--- src/rtl/pdir_pkg.sv ---
package pdir_pkg;
  localparam int PORT_W   = 8;
  localparam int PERIPH_LO = 4;
  localparam int PERIPH_N  = PORT_W - PERIPH_LO;

  typedef enum logic [1:0] {
    SRC_SW  = 2'd0,
    SRC_SPI = 2'd1,
    SRC_IIC = 2'd2,
    SRC_PWM = 2'd3
  } dir_src_e;

  typedef struct packed {
    logic oe;
    logic od;
  } pin_drive_t;
endpackage

--- src/rtl/pdir_reg.sv ---
module pdir_reg #(
  parameter int W      = 8,
  parameter int ADDR_W = 16,
  parameter logic [ADDR_W-1:0] ADDR = 16'h024A
) (
  input  logic              clk,
  input  logic              rst_n,
  input  logic [ADDR_W-1:0] addr,
  input  logic              we,
  input  logic [W-1:0]      wdata,
  output logic [W-1:0]      rdata,
  output logic [W-1:0]      dir_q
);
  logic hit;
  assign hit = (addr == ADDR);

  always_ff @(posedge clk or negedge rst_n) begin
    if (!rst_n)         dir_q <= '0;
    else if (we && hit) dir_q <= wdata;
  end

  assign rdata = hit ? dir_q : '0;


  wr_load_chk: assert property (@(posedge clk) disable iff (!rst_n)
    (we && hit) |=> (dir_q == $past(wdata)));

  wr_hold_chk: assert property (@(posedge clk) disable iff (!rst_n)
    !(we && hit) |=> $stable(dir_q));
endmodule

--- src/rtl/pdir_decode.sv ---
module pdir_decode #(
  parameter int PORT_W    = 8,
  parameter int PERIPH_LO = 4,
  parameter logic [PORT_W-1:0] IIC_MASK = 8'h90,
  localparam int PERIPH_N = PORT_W - PERIPH_LO
) (
  input  logic                clk,
  input  logic                rst_n,
  input  logic                spi_route,
  input  logic                spi_en,
  input  logic [PERIPH_N-1:0] spi_dir_req,
  input  logic                iic_route,
  input  logic                iic_en,
  input  logic [PERIPH_N-1:0] pwm_route,
  input  logic [PERIPH_N-1:0] pwm_en,
  output logic [PORT_W-1:0]   spi_act,
  output logic [PORT_W-1:0]   spi_req,
  output logic [PORT_W-1:0]   iic_act,
  output logic [PORT_W-1:0]   pwm_act
);
  logic spi_on, iic_on;
  assign spi_on = spi_route & spi_en;
  assign iic_on = iic_route & iic_en;

  for (genvar p = 0; p < PORT_W; p++) begin : g_pin
    if (p >= PERIPH_LO) begin : g_hi
      assign spi_act[p] = spi_on;
      assign spi_req[p] = spi_dir_req[p-PERIPH_LO];
      assign pwm_act[p] = pwm_route[p-PERIPH_LO] & pwm_en[p-PERIPH_LO];
      assign iic_act[p] = IIC_MASK[p] & iic_on;
    end else begin : g_lo
      assign spi_act[p] = 1'b0;
      assign spi_req[p] = 1'b0;
      assign pwm_act[p] = 1'b0;
      assign iic_act[p] = 1'b0;
    end
  end


  lo_quiet_chk: assert property (@(posedge clk) disable iff (!rst_n)
    ((spi_act | iic_act | pwm_act) & PORT_W'((1 << PERIPH_LO) - 1)) == '0);
endmodule

--- src/rtl/pdir_resolve.sv ---
module pdir_resolve
  import pdir_pkg::*;
#(
  parameter bit HAS_SPI = 1'b1,
  parameter bit HAS_IIC = 1'b0,
  parameter bit HAS_PWM = 1'b1
) (
  input  logic       clk,
  input  logic       rst_n,
  input  logic       sw_dir,
  input  logic       spi_act,
  input  logic       spi_req,
  input  logic       iic_act,
  input  logic       pwm_act,
  output pin_drive_t drv
);
  dir_src_e src;

  always_comb begin
    if (HAS_SPI && spi_act)      src = SRC_SPI;
    else if (HAS_IIC && iic_act) src = SRC_IIC;
    else if (HAS_PWM && pwm_act) src = SRC_PWM;
    else                         src = SRC_SW;
  end

  always_comb begin
    unique case (src)
      SRC_SPI: drv = '{oe: spi_req, od: 1'b0};
      SRC_IIC: drv = '{oe: 1'b1,    od: 1'b1};
      SRC_PWM: drv = '{oe: 1'b1,    od: 1'b0};
      default: drv = '{oe: sw_dir,  od: 1'b0};
    endcase
  end


  spi_wins_chk: assert property (@(posedge clk) disable iff (!rst_n)
    (HAS_SPI && spi_act) |-> (drv.oe == spi_req && !drv.od));

  od_needs_iic_chk: assert property (@(posedge clk) disable iff (!rst_n)
    drv.od |-> (HAS_IIC && iic_act && drv.oe));

  pwm_push_chk: assert property (@(posedge clk) disable iff (!rst_n)
    (HAS_PWM && pwm_act && !spi_act && !(HAS_IIC && iic_act)) |-> (drv.oe && !drv.od));

  sw_follow_chk: assert property (@(posedge clk) disable iff (!rst_n)
    (!spi_act && !iic_act && !pwm_act) |-> (drv.oe == sw_dir));
endmodule

--- src/rtl/pdir_arbiter.sv ---
module pdir_arbiter
  import pdir_pkg::*;
#(
  parameter int ADDR_W = 16,
  parameter logic [ADDR_W-1:0] DIR_ADDR = 16'h024A,
  parameter logic [PORT_W-1:0] IIC_MASK = 8'h90
) (
  input  logic                clk,
  input  logic                rst_n,
  input  logic [ADDR_W-1:0]   bus_addr,
  input  logic                bus_we,
  input  logic [PORT_W-1:0]   bus_wdata,
  output logic [PORT_W-1:0]   bus_rdata,
  input  logic                spi_route,
  input  logic                spi_en,
  input  logic [PERIPH_N-1:0] spi_dir_req,
  input  logic                iic_route,
  input  logic                iic_en,
  input  logic [PERIPH_N-1:0] pwm_route,
  input  logic [PERIPH_N-1:0] pwm_en,
  output logic [PORT_W-1:0]   pin_oe,
  output logic [PORT_W-1:0]   pin_od
);
  logic [PORT_W-1:0] dir_q, spi_act, spi_req, iic_act, pwm_act;

  pdir_reg #(.W(PORT_W), .ADDR_W(ADDR_W), .ADDR(DIR_ADDR)) u_reg (
    .clk(clk), .rst_n(rst_n), .addr(bus_addr), .we(bus_we),
    .wdata(bus_wdata), .rdata(bus_rdata), .dir_q(dir_q)
  );

  pdir_decode #(.PORT_W(PORT_W), .PERIPH_LO(PERIPH_LO), .IIC_MASK(IIC_MASK)) u_dec (
    .clk(clk), .rst_n(rst_n),
    .spi_route(spi_route), .spi_en(spi_en), .spi_dir_req(spi_dir_req),
    .iic_route(iic_route), .iic_en(iic_en),
    .pwm_route(pwm_route), .pwm_en(pwm_en),
    .spi_act(spi_act), .spi_req(spi_req), .iic_act(iic_act), .pwm_act(pwm_act)
  );

  for (genvar p = 0; p < PORT_W; p++) begin : g_res
    pin_drive_t drv;
    pdir_resolve #(
      .HAS_SPI(p >= PERIPH_LO),
      .HAS_IIC(IIC_MASK[p]),
      .HAS_PWM(p >= PERIPH_LO)
    ) u_res (
      .clk(clk), .rst_n(rst_n), .sw_dir(dir_q[p]),
      .spi_act(spi_act[p]), .spi_req(spi_req[p]),
      .iic_act(iic_act[p]), .pwm_act(pwm_act[p]), .drv(drv)
    );
    assign pin_oe[p] = drv.oe;
    assign pin_od[p] = drv.od;
  end


  iic_force_chk: assert property (@(posedge clk) disable iff (!rst_n)
    (iic_route && iic_en && !(spi_route && spi_en)) |-> ((pin_oe & IIC_MASK) == IIC_MASK));

  od_mask_chk: assert property (@(posedge clk) disable iff (!rst_n)
    (pin_od & ~IIC_MASK) == '0);
endmodule

--- config.mk ---
export PLATFORM = sky130hd
export DESIGN_NAME = pdir_arbiter
export DESIGN_NICKNAME = d
export VERILOG_FILES = /design/src/rtl/pdir_pkg.sv /design/src/rtl/pdir_reg.sv /design/src/rtl/pdir_decode.sv /design/src/rtl/pdir_resolve.sv /design/src/rtl/pdir_arbiter.sv
export SDC_FILE = /design/constraint.sdc
export NUM_CORES = 1
export LEC_CHECK = 0
export BUFFER_PORTS_ARGS = -buffer_cell sky130_fd_sc_hd__buf_4
export CAP_MARGIN = 40
export CELL_PAD_IN_SITES_DETAIL_PLACEMENT = 1
export CELL_PAD_IN_SITES_GLOBAL_PLACEMENT = 1
export CORE_MARGIN = 2
export CORE_UTILIZATION = 20
export CTS_BUF_LIST = sky130_fd_sc_hd__clkbuf_16
export DETAILED_ROUTE_END_ITERATION = 6
export PLACE_DENSITY_LB_ADDON = 0.1
export SYNTH_ARGS = -nofsm -noshare
export SYNTH_HDL_FRONTEND = slang
export SYNTH_SLANG_ARGS = --single-unit
--- constraint.sdc ---
create_clock -name clk -period 0.9 [get_ports clk]
set_input_delay 0.09 -clock clk [delete_from_list [all_inputs] [get_ports clk]]
set_output_delay 0.09 -clock clk [all_outputs]
set_load 0.01 [all_outputs]
==> run metrics <==
status=finished with violations; violated checks=negative setup slack; met1 WL=roughly 630 um; switching power=approximately 0.25 mW; Max-Cap Viols=0; max FFs per register=8; proportion of power drawn by combinational gates=about a fifth; crit path DAT=1060 ps; total gr overflow=0; met2 wire length=1040 um; CTS root buffer=clkbuf_16; final clock period utilization by the worst path=127%; Netlist Area Pre-Place=around 620 um^2; max-slew violation count=0; Seq pwr share=around a quarter; internal power=roughly 1.1 mW; leading area contributor after synthesis=dfrtp_1; Via density=~4.4; Sink Count=8; Synth warnings=0; Reg clk slew, reported paths=around 40 ps; clk buf depth=2; Syn Area/Cell=10.7 um^2; Post-synth EDFFs=0; IO Pins=67; Crit Path Class=in2out; die area=0.00358 mm^2; crit start category=input port; largest register by flop count=u_reg.dir_q; CP Launch Point=bus_addr[0]; Async SR Flop Fraction=100%; TritonCTS buffer count=3; GR Util All Layers=approximately 11%; Max Clock Skew=0 ps; top post-synthesis cells by area=dfrtp_1 32%, mux2_4 19%, buf_4 12%, and2_2 9.6%, a21oi_1 6.4%; Top Registers=u_reg.dir_q (8); endpoints failing hold=0; Nets=between 150 and 200; top-count cell post-synth=buf_4; port bufs=60; CP most frequent cell=buf_6; vias in the first global route=a little under 700; Fillers=about 340; hold_sp=bus_wdata[0]; Final HPWL DP=approximately 1600 um; Sw Share=18.6%; initial cell density of the core=20.8%; worst-skew pair later-pin latency=~230 ps; Slowest-stage cell, CP=and4bb_2; H-Tree Depth=1; Final WS setup=-247 ps; ys flop type=dfrtp_1; Worst Hold Class=in2reg; Leakage=roughly 0.68 nW; RSZ-0062 raised after global routing=yes; number of diodes=0; Final min period=around 1100 ps; wire per inst=about 13 um; layout cells sized above 1=about four fifths; initial antenna violation count=0; CP cell instances=buf_6 -> and4bb_2 -> and4_4 -> buf_6 -> and2_4 -> buf_6; top cell type's share of synthesized area=32.1%; global-route wire length before repair=between 2000 and 3000 um; pin count of the biggest net entering global routing=9; gpl congestion=just under 0.6; DRT iter0 DRCs=18; post-route antenna net violation count=0; clock network power share=about 53%; post-layout util=around 43%; Crit. End Element=output pin; area grow syn2layout=108%; total core area=0.00300 mm^2; Yosys cell types=15; CP Data Required Time=roughly 800 ps; top layer in use=met3; Critical R2R Launch=u_reg.dir_q[4]; #FFs+latches synth=8; CTS tree=done; final setup vio count=20; DR vias=about 680; met3 WL=approximately 310 um; Die Y=59.8 um; PD cells=approximately 1100 mW/mm^2; fmax=~870 MHz; CP Max Fanout=8; sequential cell area fraction in the yosys report=32.1%; std cell rows=20; Worst VDD drop=between 0.0015 and 0.002 V; Residual DRC=0; cell count after synthesis=58; Design Power=1.37 mW; Total Wirelength=1970 um; slowest stage delay, CP=280 ps; first drt pass iteration count=2; Synth top cells by count=10 x buf_4, 8 x a21oi_1, 8 x and2_2, 8 x dfrtp_1, 8 x mux2_4; die width=59.8 um
-- worst paths after layout --
path,endpoint,slack (ps),depth (start not counted)
max,bus_rdata[1],-250,6
min,u_reg.dir_q[0],90,2
max reg2reg,u_reg.dir_q[4],-120,3
min reg2reg,u_reg.dir_q[1],540,1
max in group asynchronous,u_reg.dir_q[7],540,2
min in group asynchronous,u_reg.dir_q[1],230,2
-- routing by layer --
layer	track usage, %	vias to the layer above
met1	10.7	318
met5	0	-
met4	0.952	0
met2	20.3	45
met3	6.28	0
li1	-	319
-- cells in the final DEF, fill, tap and decap left out --
cell           synthesis  final
dfrtp_1                8      8
nor2_1                 4      4
conb_1                 1      6
a31oi_1                2      2
nand2_1                2      2
nor4b_2                2      2
a21oi_1                8      3
clkbuf_16              0      3
nor4_4                 0      1
nand2_8                1      1
buf_4                 10     50
and2_4                 0      8
and4bb_2               1      1
and4_4                 0      1
a21oi_2                0      5
mux2_4                 8      8
buf_6                  1     17
dlygate4sd3_1          0      1
-- through the flow --
stage / instances / hold WS, ps / cell area [um^2] / setup slack, ps / TNS (ps)
final: 156 / 92.8 / 1290 / -247 / -4240
after global routing: 156 / 89.6 / 1290 / -327 / -5580
after CTS: 153 / 88.9 / 1250 / -255 / -4330
after detailed placement: 146 / -81.9 / 1050 / -479 / -7450
after global placement: 146 / -83.5 / 1050 / -474 / -7350
after floorplan: 63 / -206 / 642 / -256 / -2190
-- cells by family after synthesis --
| family | synth area share [%] |
|---|---|
| flops | 32.1 |
| simple gates | 25.7 |
| other cells | 0.602 |
| compound gates | 8.43 |
| buf+inv | 13.9 |
| mux | 19.3 |
-- worst max-delay path, delay by kind of cell --
kind	cells	cell delay, ps
buf+inv	3	310
simple gates	3	650
-- power groups by stage --
stage	clock, mW	combinational (mW)	sequential [mW]
CTS	0.753	0.268	0.362
floorplan	0	0.0761	0.367
global placement	0	0.241	0.366
finish	0.730	0.274	0.362
detailed placement	0	0.246	0.366
global route	0.766	0.297	0.362
-- timing repair --
action                     CTS  global route
hold endpoints to repair     8             0
resized for setup           30             4
setup endpoints to repair   20            20
hold buffers                 1             0
pin swaps                   16             2
buffers inserted             3             3
-- final cells by class --
class                   count  area, um^2  area share [%]
clock buffers               3        75.1            5.80
well taps                  33        41.3            3.19
repair buffers             68         577            44.5
flip-flops and latches      8         200            15.5
multi-input cells          44         402            31.0
Power figures use the tool's default switching activity.
